**config.mk**
```make
export PLATFORM = sky130hd
export DESIGN_NAME = wdog_keyed
export DESIGN_NICKNAME = d
export VERILOG_FILES = /design/src/rtl/wdog_pkg.sv /design/src/rtl/wdog_regif.sv /design/src/rtl/wdog_prescale.sv /design/src/rtl/wdog_counter.sv /design/src/rtl/wdog_alarm.sv /design/src/rtl/wdog_keyed.sv
export SDC_FILE = /design/constraint.sdc
export NUM_CORES = 1
export LEC_CHECK = 0
export BUFFER_PORTS_ARGS = -buffer_cell sky130_fd_sc_hd__buf_2
export CORE_MARGIN = 2
export CORE_UTILIZATION = 55
export DETAILED_ROUTE_END_ITERATION = 10
export PLACE_DENSITY = 0.85
export SLEW_MARGIN = 10
export SYNTH_ARGS = -nofsm -noshare
export SYNTH_HDL_FRONTEND = slang
export SYNTH_SLANG_ARGS = --single-unit
```
**constraint.sdc**
```tcl
create_clock -name clk -period 3.19 [get_ports clk]
set_input_delay 0.319 -clock clk [delete_from_list [all_inputs] [get_ports clk]]
set_output_delay 0.319 -clock clk [all_outputs]
set_load 0.005 [all_outputs]
```
**src/rtl/wdog_pkg.sv**
```systemverilog
`timescale 1ns/1ps
package wdog_pkg;
    localparam int unsigned DATA_W   = 32;
    localparam logic [15:0] CNT_KEY  = 16'h5A5A;
    localparam logic [23:0] CTL_KEY  = 24'hA5A5A5;
    localparam int unsigned OFS_CNT  = 0;
    localparam int unsigned OFS_CTLA = 4;
    localparam int unsigned OFS_CTLB = 8;
    localparam int unsigned BIT_EN   = 7;
    localparam int unsigned BIT_BUSY = 5;
    localparam int unsigned BIT_OVF  = 4;

    typedef enum logic [1:0] {SEL_CNT, SEL_CTLA, SEL_CTLB, SEL_NONE} reg_sel_e;
    typedef enum logic {WR_OPEN, WR_BUSY} wr_state_e;
    typedef enum logic {AL_QUIET, AL_FIRE} al_state_e;

    // log2 of the prescaler divide ratio for each code
    function automatic logic [3:0] ratio_shift(input logic [2:0] code);
        logic [3:0] s;
        unique case (code)
            3'd0:    s = 4'd0;
            3'd1:    s = 4'd2;
            3'd2:    s = 4'd4;
            3'd3:    s = 4'd5;
            3'd4:    s = 4'd6;
            3'd5:    s = 4'd7;
            3'd6:    s = 4'd10;
            default: s = 4'd12;
        endcase
        return s;
    endfunction
endpackage

```
**src/rtl/wdog_regif.sv**
```systemverilog
`timescale 1ns/1ps
module wdog_regif
    import wdog_pkg::*;
#(
    parameter int unsigned AW         = 4,
    parameter int unsigned CW         = 16,
    parameter int unsigned BUSY_TICKS = 2
) (
    input  logic          clk,
    input  logic          por_n,
    input  logic          wrst_n,
    input  logic          tick,
    input  logic          wr_en,
    input  logic [AW-1:0] addr,
    input  logic [31:0]   wdata,
    input  logic          wrap_evt,
    output reg_sel_e      sel_o,
    output logic          busy_o,
    output logic          en_o,
    output logic [2:0]    cks_o,
    output logic          ovf_o,
    output logic [7:0]    ctlb_o,
    output logic          cnt_load_o,
    output logic [CW-1:0] cnt_val_o,
    output logic          ctla_wr_o
);
    localparam int unsigned BW = $clog2(BUSY_TICKS + 1);

    logic          rst_n;
    logic          key_ok;
    logic          accept;
    wr_state_e     st_q, st_d;
    logic [BW-1:0] left_q, left_d;
    logic          en_q, ovf_q;
    logic [2:0]    cks_q;
    logic [7:0]    ctlb_q;

    assign rst_n = por_n & wrst_n;

    always_comb begin
        if (addr == AW'(OFS_CNT))       sel_o = SEL_CNT;
        else if (addr == AW'(OFS_CTLA)) sel_o = SEL_CTLA;
        else if (addr == AW'(OFS_CTLB)) sel_o = SEL_CTLB;
        else                            sel_o = SEL_NONE;
    end

    always_comb begin
        unique case (sel_o)
            SEL_CNT:            key_ok = (wdata[31:16] == CNT_KEY);
            SEL_CTLA, SEL_CTLB: key_ok = (wdata[31:8] == CTL_KEY);
            default:            key_ok = 1'b0;
        endcase
    end

    assign accept = wr_en && (st_q == WR_OPEN) && key_ok;

    // write gate: next state
    always_comb begin
        st_d   = st_q;
        left_d = left_q;
        unique case (st_q)
            WR_OPEN: begin
                if (accept) begin
                    st_d   = WR_BUSY;
                    left_d = BW'(BUSY_TICKS - 1);
                end
            end
            WR_BUSY: begin
                if (tick) begin
                    if (left_q == '0) st_d = WR_OPEN;
                    else              left_d = left_q - 1'b1;
                end
            end
        endcase
    end

    // write gate: state register
    always_ff @(posedge clk) begin
        if (!rst_n) begin
            st_q   <= WR_OPEN;
            left_q <= '0;
        end else begin
            st_q   <= st_d;
            left_q <= left_d;
        end
    end

    // write gate: outputs
    always_comb begin
        busy_o     = (st_q == WR_BUSY);
        cnt_load_o = accept && (sel_o == SEL_CNT);
        ctla_wr_o  = accept && (sel_o == SEL_CTLA);
        cnt_val_o  = wdata[CW-1:0];
    end

    always_ff @(posedge clk) begin
        if (!rst_n) begin
            en_q   <= 1'b0;
            cks_q  <= '0;
            ctlb_q <= '0;
        end else if (accept) begin
            if (sel_o == SEL_CTLA) begin
                en_q  <= wdata[BIT_EN];
                cks_q <= wdata[2:0];
            end
            if (sel_o == SEL_CTLB) ctlb_q <= wdata[7:0];
        end
    end

    // overflow flag: only power-on reset clears it
    always_ff @(posedge clk) begin
        if (!por_n) begin
            ovf_q <= 1'b0;
        end else if (wrst_n) begin
            if (wrap_evt)
                ovf_q <= 1'b1;
            else if (accept && (sel_o == SEL_CTLA) && !wdata[BIT_OVF])
                ovf_q <= 1'b0;
        end
    end

    assign en_o   = en_q;
    assign cks_o  = cks_q;
    assign ovf_o  = ovf_q;
    assign ctlb_o = ctlb_q;

    assert_busy_after_write_R5: assert property (@(posedge clk) disable iff (!rst_n)
        accept |=> busy_o);
    assert_locked_drop_R5: assert property (@(posedge clk) disable iff (!rst_n)
        (wr_en && busy_o) |=> $stable({en_q, cks_q, ctlb_q}));
    assert_wrong_key_R4: assert property (@(posedge clk) disable iff (!rst_n)
        (wr_en && sel_o == SEL_CTLA && wdata[31:8] != CTL_KEY) |=> $stable({en_q, cks_q}));
    assert_flag_set_R8: assert property (@(posedge clk) disable iff (!rst_n)
        wrap_evt |=> ovf_q);
    assert_ovf_warm_R10: assert property (@(posedge clk) disable iff (!por_n)
        !wrst_n |=> $stable(ovf_q));
endmodule

```
**src/rtl/wdog_prescale.sv**
```systemverilog
`timescale 1ns/1ps
module wdog_prescale
    import wdog_pkg::*;
#(
    parameter int unsigned PW = 12
) (
    input  logic       clk,
    input  logic       rst_n,
    input  logic       tick,
    input  logic       en,
    input  logic       clr,
    input  logic [2:0] cks,
    output logic       hit_o
);
    logic [PW-1:0] pre_q;
    logic [PW-1:0] term;

    assign term  = PW'((32'd1 << ratio_shift(cks)) - 32'd1);
    assign hit_o = (pre_q == term);

    always_ff @(posedge clk) begin
        if (!rst_n)          pre_q <= '0;
        else if (!en || clr) pre_q <= '0;
        else if (tick)       pre_q <= hit_o ? '0 : pre_q + 1'b1;
    end

    assert_phase_bound_R7: assert property (@(posedge clk) disable iff (!rst_n)
        pre_q <= term);
endmodule

```
**src/rtl/wdog_counter.sv**
```systemverilog
`timescale 1ns/1ps
module wdog_counter #(
    parameter int unsigned CW = 16
) (
    input  logic          clk,
    input  logic          rst_n,
    input  logic          en,
    input  logic          tick,
    input  logic          hit,
    input  logic          load,
    input  logic [CW-1:0] load_val,
    output logic [CW-1:0] cnt_o,
    output logic          wrap_o
);
    logic [CW-1:0] cnt_q;
    logic          step;

    assign step   = en && tick && hit;
    assign wrap_o = step && (cnt_q == {CW{1'b1}});
    assign cnt_o  = cnt_q;

    always_ff @(posedge clk) begin
        if (!rst_n)    cnt_q <= '0;
        else if (load) cnt_q <= load_val;
        else if (step) cnt_q <= cnt_q + 1'b1;
    end

    assert_hold_disabled_R6: assert property (@(posedge clk) disable iff (!rst_n)
        (!en && !load) |=> $stable(cnt_q));
endmodule

```
**src/rtl/wdog_alarm.sv**
```systemverilog
`timescale 1ns/1ps
module wdog_alarm
    import wdog_pkg::*;
#(
    parameter int unsigned PULSE = 16
) (
    input  logic clk,
    input  logic rst_n,
    input  logic evt,
    output logic rst_req
);
    localparam int unsigned KW = $clog2(PULSE + 1);

    al_state_e     st_q, st_d;
    logic [KW-1:0] k_q, k_d;

    // next state
    always_comb begin
        st_d = st_q;
        k_d  = k_q;
        unique case (st_q)
            AL_QUIET: begin
                if (evt) begin
                    st_d = AL_FIRE;
                    k_d  = KW'(PULSE - 1);
                end
            end
            AL_FIRE: begin
                if (evt)            k_d = KW'(PULSE - 1);
                else if (k_q == '0) st_d = AL_QUIET;
                else                k_d = k_q - 1'b1;
            end
        endcase
    end

    // state register
    always_ff @(posedge clk) begin
        if (!rst_n) begin
            st_q <= AL_QUIET;
            k_q  <= '0;
        end else begin
            st_q <= st_d;
            k_q  <= k_d;
        end
    end

    // outputs
    always_comb rst_req = (st_q == AL_FIRE);

    assert_req_on_wrap_R8: assert property (@(posedge clk) disable iff (!rst_n)
        evt |=> rst_req);
endmodule

```
**src/rtl/wdog_keyed.sv**
```systemverilog
`timescale 1ns/1ps
module wdog_keyed
    import wdog_pkg::*;
#(
    parameter int unsigned AW         = 4,
    parameter int unsigned CW         = 16,
    parameter int unsigned PW         = 12,
    parameter int unsigned BUSY_TICKS = 2,
    parameter int unsigned PULSE      = 16
) (
    input  logic          clk,
    input  logic          por_n,
    input  logic          wrst_n,
    input  logic          tick,
    input  logic          wr_en,
    input  logic [AW-1:0] addr,
    input  logic [31:0]   wdata,
    output logic [31:0]   rdata,
    output logic          rst_req
);
    logic          rst_n;
    reg_sel_e      sel;
    logic          busy, en, ovf, cnt_load, ctla_wr, hit, wrap;
    logic [2:0]    cks;
    logic [7:0]    ctlb;
    logic [CW-1:0] cnt_val, cnt;

    assign rst_n = por_n & wrst_n;

    wdog_regif #(.AW(AW), .CW(CW), .BUSY_TICKS(BUSY_TICKS)) u_regif (
        .clk(clk), .por_n(por_n), .wrst_n(wrst_n), .tick(tick),
        .wr_en(wr_en), .addr(addr), .wdata(wdata), .wrap_evt(wrap),
        .sel_o(sel), .busy_o(busy), .en_o(en), .cks_o(cks), .ovf_o(ovf),
        .ctlb_o(ctlb), .cnt_load_o(cnt_load), .cnt_val_o(cnt_val),
        .ctla_wr_o(ctla_wr)
    );

    wdog_prescale #(.PW(PW)) u_pre (
        .clk(clk), .rst_n(rst_n), .tick(tick), .en(en), .clr(ctla_wr),
        .cks(cks), .hit_o(hit)
    );

    wdog_counter #(.CW(CW)) u_cnt (
        .clk(clk), .rst_n(rst_n), .en(en), .tick(tick), .hit(hit),
        .load(cnt_load), .load_val(cnt_val), .cnt_o(cnt), .wrap_o(wrap)
    );

    wdog_alarm #(.PULSE(PULSE)) u_alarm (
        .clk(clk), .rst_n(rst_n), .evt(wrap), .rst_req(rst_req)
    );

    always_comb begin
        unique case (sel)
            SEL_CNT:  rdata = DATA_W'(cnt);
            SEL_CTLA: rdata = {24'd0, en, 1'b0, busy, ovf, 1'b0, cks};
            SEL_CTLB: rdata = {24'd0, ctlb};
            default:  rdata = '0;
        endcase
    end
endmodule

```
# After elaboration in Yosys (flattened, before gate mapping)
# Index checks and enable logic that the tools add are counted.
# W data, S select, Z words.
# classes
add_sub_neg	5
eq_ne	19
shift	1
mux	27
n_bitwise	4
n_reduce_logical	25
# op_table
cell	count
$pmux W16 S3	1
$mux W16	2
$pmux W4 S7	1
$eq A24 B24 Y1 const B	1
$add A16 B1 Y16 const B	1
$eq A16 B15 Y1 const B	1
$eq A16 B16 Y1 const B	1
$mux W5	3
$add A12 B1 Y12 const B	1
$eq A12 B12 Y1	1
$mux W12	1
$shl A1 B4 Y12 const A	1
$sub A12 B1 Y12 const B	1
$mux W2	5
$pmux W5 S2	1
$eq A3 B3 Y1 const B	3
$mux W1	9
$logic_and A1 B1 Y1	8
$reduce_and A2 Y1	4
$eq A3 B2 Y1 const B	2
$pmux W1 S2	3
$logic_not A5 Y1	1
$sub A5 B1 Y5 const B	1
$eq A4 B3 Y1 const B	1
19 further kinds	27
# totals
ff_bits	50
input_bits	41
out_inout_bits	33
word_cells	91

# Logic depth before layout (Yosys ltp)
# logic_depth
depth_word	12
mapped_depth	12
depth_no_buf	9

# By module
# Synthesis repeated with hierarchy kept, for this count alone.
# unflattened
cells_unflattened	437
area_unflattened_um2	3662.3
# by_module_without_submodules
mod	instances	cells_each	area_each_um2	seq_area_each_um2
wdog_regif	1	118	1068.5	320.3
wdog_prescale	1	131	1032.2	240.2
wdog_counter	1	109	890.9	320.3
wdog_keyed	1	46	364.1	0.0
wdog_alarm	1	33	306.5	120.1

# Least setup slack after synthesis
# OpenSTA, ideal clock, no wires.
# synth_path
path_kind	reg2reg
start	reg u_regif.cks_q[1], in the netlist u_regif.cks_o[1]
end	reg u_cnt.cnt_q[12], in the netlist u_cnt.cnt_o[12]
setup_time_ps	139
arrival_time_ps	2766
required_time_ps	3051
setup_slack_ps	285
path_stages_with_launch	13
path_buffers	3
period_less_slack_ps	2905
path_cell_list	dfxtp_1 > buf_2 > or3_4 > ha_1 > buf_2 > nor4b_1 > a31oi_1 > a211o_1 > a2111o_1 > buf_2 > nor3_2 > xnor2_1 > a21oi_1
# synth_between
elab_chain_len	7
word_cells_on_any_way	13
classes_between	add/sub: 1; eq/ne: 7; shift: 1; mux: 1; reduce/logical: 3
# synth_lines
element	line_no	rtl
start: declaration	wdog_regif.sv:35	logic [2:0] cks_q;
start signal: assignment	wdog_regif.sv:104	cks_q <= wdata[2:0];
$eq A3 B3 Y1 (tied with other cells)	wdog_pkg.sv:20	unique case (code)
$pmux W4 S7 (*)	wdog_pkg.sv:20	
$shl A1 B4 Y12 (*)	wdog_prescale.sv:18	assign term = PW'((32'd1 << ratio_shift(cks)) - 32'd1);
$sub A12 B1 Y12 (*)	wdog_prescale.sv:18	
$eq A12 B12 Y1 (*)	wdog_prescale.sv:19	assign hit_o = (pre_q == term);
$logic_and A1 B1 Y1 (*)	wdog_counter.sv:18	assign step = en && tick && hit;
$reduce_bool A2 Y1 (no line) (*)	--	
end signal: assignment	wdog_counter.sv:24	else if (load) cnt_q <= load_val;
end signal: assignment	wdog_counter.sv:25	else if (step) cnt_q <= cnt_q + 1'b1;
end: declaration	wdog_counter.sv:15	logic [CW-1:0] cnt_q;
# Mark *: on every way between the ends. The rest lies on a longest branch, timed or not.
# A chain may end at the register's enable or synchronous reset.

# Final worst setup path
# layout_path
start	reg u_regif.cks_q[0], in the netlist u_regif.cks_o[0]
end	reg u_cnt.cnt_q[14], in the netlist u_cnt.cnt_o[14]
# Same word-level chain as after synthesis.

==> reports/metrics.yaml <==
timing:
  setup-tns-final_ps: 0
  maxSlewHeadroom: 0.5532
  holdWs_ps: 234.3
  layout_setup_ws_ps: 139.9
  tightest_slew_ps: 667.3
  finalMaxSlewViolations: 0
  period_share: 0.9562
  grt_setup_unrepaired: "false"
  clock.fmax_mhz: 327.9
  finalSetupViolations: 0
  hold_viol_final: 0
  skew_ps: 5.048
  post-route-min-period_ps: 3050
route:
  drt_iter0_markers: 241
  first_pass_iters: 5
  post_drt_wl_per_cell_um: 14.94
  wirelength_um: 8038
  viasPerCell: 5.838
  drc: 0
  postRouteAntennaNets: 0
  via_count: 3141
global_routing:
  grt_pass1_vias: 2850
  grt_max_degree: 22
  grt_pass1_wl_um: 12970
  grt_util_all_layers: 0.2492
  gr-total-overflow: 0
  grt_antenna_before_repair: 0
clock_network:
  cts_root_buf: "clkbuf_8"
  numClockSinks: 50
  numCtsBuffers: 5
  clk_latency_ps: 300
  cts_tree: "done"
  clk_path_buf_depth: 2
  cts_max_level: 2
  clkTransAtPathRegs_ps: 90
final_layout:
  multiInputGateArea_um2: 2083
  drive_above_1_share: 0.2203
  fillers: 479
  layout.area.seq_um2: 1001
  area_delta_synth_final_pct: 13.95
  stdcell_count: 538
  diodes: 0
  nets: 513
logic_synthesis:
  synth_compound_area_frac: 0.1494
  synthFlopType: "dfxtp_1"
  async_flop_share: 0
  synth_cells: 405
  synth_seq_cells: 50
  syn_avg_cell_area_um2: 8.128
  synthAdderAreaFrac: 0.03801
  synth_edf_count: 0
  ys_types: 61
  muxShareOfSynthArea: 0.04561
  synth_top_family_by_area: "simple AND/OR/NAND/NOR gates"
  syn_area_um2: 3292
  synth_xor_area_frac: 0.07450
  ys_seq_area_frac: 0.3041
  yosys_warnings: 0
  yosys.area_share.simple: 0.3025
pwr:
  comb_power_share: 0.078
  netSwitchingFraction: 0.2256
  pwr-share-clk: 0.383
  finalPower_uw: 1157
  powerDensity_nw_per_um2: 308.3
  leakage_uw: 0.001464
  cellInternalPower_uw: 895.7
  switching_power_uw: 260.9
  power_frac_seq: 0.539
  vdd_ir_drop_max_mv: 0.2919
critical_path:
  reg2reg_to: "u_cnt.cnt_o[14]"
  path_buf_inv: 1
  worstSetupPathType: "reg -> reg"
  rrSetupSlack_ps: 140
  cp_cell_sequence: "or3_4 > ha_2 > nor4bb_1 > a211oi_1 > a211o_1 > a2111o_2 > buf_12 > nor4_2 > xnor2_1 > o21ai_1"
  critical-path-top-delay-family: "compound AO/OA/AOI/OAI gates"
  rr_worst_depth: 10
  end_kind: "flop"
  critPathSlowestCell: "a2111o_2"
  cp.required_ps: 3370
  cp_data_arrival_time_ps: 3230
  r2r_start: "u_regif.cks_o[0]"
  cp_max_fo: 13
  slowest_delay_ps: 520
  startpoint_type: "flop"
placed_design:
  dp_worst_setup_slack_ps: 45.92
  placedCellCount: 528
  placement.io_buffers: 57
  finalWeightedCongestion: 0.9276
  dp_hpwl_um: 5938
floorplan:
  std_cell_rows: 28
  ios: 74
  die-area_um2: 6620
  coreArea_um2: 5851
  die_w_um: 81.37
  start_util: 0.5627
  dieHeight_um: 81.37
run_status:
  outcome: "completed"
hold_path:
  min_path_type: "in -> reg"
  hold_depth: 3
  min_to: "u_cnt.cnt_o[13]"
  min_from: "wdata[13]"
run:
  drv_cap: 0
## area by class of cell
| class | instances | area share |
|---|---|---|
| clock buffers | 7 | 0.02035 |
| flip-flops and latches | 50 | 0.2668 |
| well taps | 75 | 0.02502 |
| multi-input cells | 318 | 0.5554 |
| clock inverters | 1 | 0.008005 |
| repair buffers | 72 | 0.1094 |
| inverters | 15 | 0.01501 |
## cells in the mapped netlist, types with 3 or more instances
cell	n	area, µm²
a21oi_1	22	110.1
nor3_1	9	45.04
inv_1	15	56.30
o21ai_0	7	35.03
nand3_1	17	85.08
buf_4	17	127.6
nand2b_1	3	18.77
or2_2	3	18.77
o21ai_1	15	75.07
or3_1	4	25.02
and3_1	4	25.02
and2_1	9	56.30
xnor2_1	19	166.4
clkbuf_1	11	41.29
nor4bb_1	7	70.07
nor3b_2	3	37.54
nor4_2	3	37.54
a222oi_1	6	60.06
ha_1	10	125.1
xor2_1	9	78.83
nor4_1	3	18.77
nor4b_1	3	26.28
nand4_1	7	43.79
buf_2	7	35.03
nor3_2	7	70.07
nand2_1	37	138.9
nor2_1	43	161.4
mux2i_1	15	150.1
dfxtp_1	50	1001
## worst min-delay path, stage by stage
cell and delay [ps]:
buf_2 80, nand2_1 40, o21ai_1 60
## timing repair
action | in CTS | in global routing
setup endpoints to repair | 0 | 8
buffers inserted | 0 | 2
resized for setup | 0 | 3
hold buffers | 0 | 0
## state kept, by name, summed over array words and instances (netlist names), 2 cells and up
name	count
u_cnt.cnt_o	16
u_pre.pre_q	12
u_regif.ctlb_o	8
u_alarm.k_q	5
u_regif.cks_o	3
u_regif.left_q	2
## cell usage in the layout (no fill, tap or decap), drive strengths merged, types with 2 or more instances in the layout
cell / synthesis / layout
nand4: 7 / 7
nor3b: 4 / 4
clkbuf: 11 / 7
a2111oi: 2 / 2
buf: 26 / 72
o21a: 2 / 2
nor4: 7 / 7
nor4b: 3 / 3
dfxtp: 50 / 50
and2: 9 / 9
xor2: 9 / 9
o2bb2ai: 2 / 2
nor2: 43 / 43
o211ai: 2 / 2
nand3b: 2 / 2
xnor2: 19 / 19
nor4bb: 7 / 7
or3: 5 / 5
and3: 4 / 4
ha: 10 / 10
a21oi: 22 / 22
a222oi: 6 / 6
mux2i: 15 / 15
nand2: 37 / 37
or2: 3 / 3
nor2b: 2 / 2
nand2b: 3 / 3
nor3: 16 / 16
nand3: 17 / 17
inv: 15 / 15
o21ai: 22 / 22
conb: 2 / 17
a22oi: 2 / 2
## metal layers
| metal | share of wire | vias to the layer above | wire length [µm] | GRT usage |
|---|---|---|---|---|
| li1 | - | 1516 | - | - |
| met3 | 0.064 | 25 | 516 | 0.04444 |
| met4 | 0.023 | 0 | 186 | 0.09322 |
| met2 | 0.51 | 132 | 4089 | 0.4254 |
| met1 | 0.40 | 1468 | 3246 | 0.3120 |
| met5 | 0 | - | 0 | 0 |
## worst max-delay path by stage
stage                           startpoint               to  slack (ps)  cells after the start
after floorplan           u_regif.cks_o[1]  u_cnt.cnt_o[12]         280                     12
after global placement    u_regif.cks_o[0]  u_cnt.cnt_o[14]         220                     10
after detailed placement  u_regif.cks_o[0]  u_cnt.cnt_o[14]          50                     10
after CTS                 u_regif.cks_o[0]  u_cnt.cnt_o[14]          30                     10
after global routing      u_regif.cks_o[0]  u_cnt.cnt_o[14]          60                     10
final                     u_regif.cks_o[0]  u_cnt.cnt_o[14]         140                     10
## metrics by stage
step	utilization	area [µm²]
floorplan	-	3348
global placement	0.6185	3618
detailed placement	0.6185	3618
CTS	0.6367	3725
global route	0.6411	3751
finish	0.6411	3751
## power groups by stage
stage,clock (µW),sequential (µW),combinational (µW)
4_1_cts,440,623,87.1
5_1_grt,463,624,101
6_report,442,623,90.7
3_3_place_gp,0,638,84.7
2_1_floorplan,0,638,56.6
3_5_place_dp,0,638,86.7
## logic make-up after synthesis
group / after synthesis
AOI/OAI and AO/OA: 74
xor gates and xnor gates: 28
adders and majority gates: 10
buffers and inverters: 52
DFF: 50
muxes: 15
other: 2
and+or+nand+nor: 174
Power figures use the tool's default switching activity.
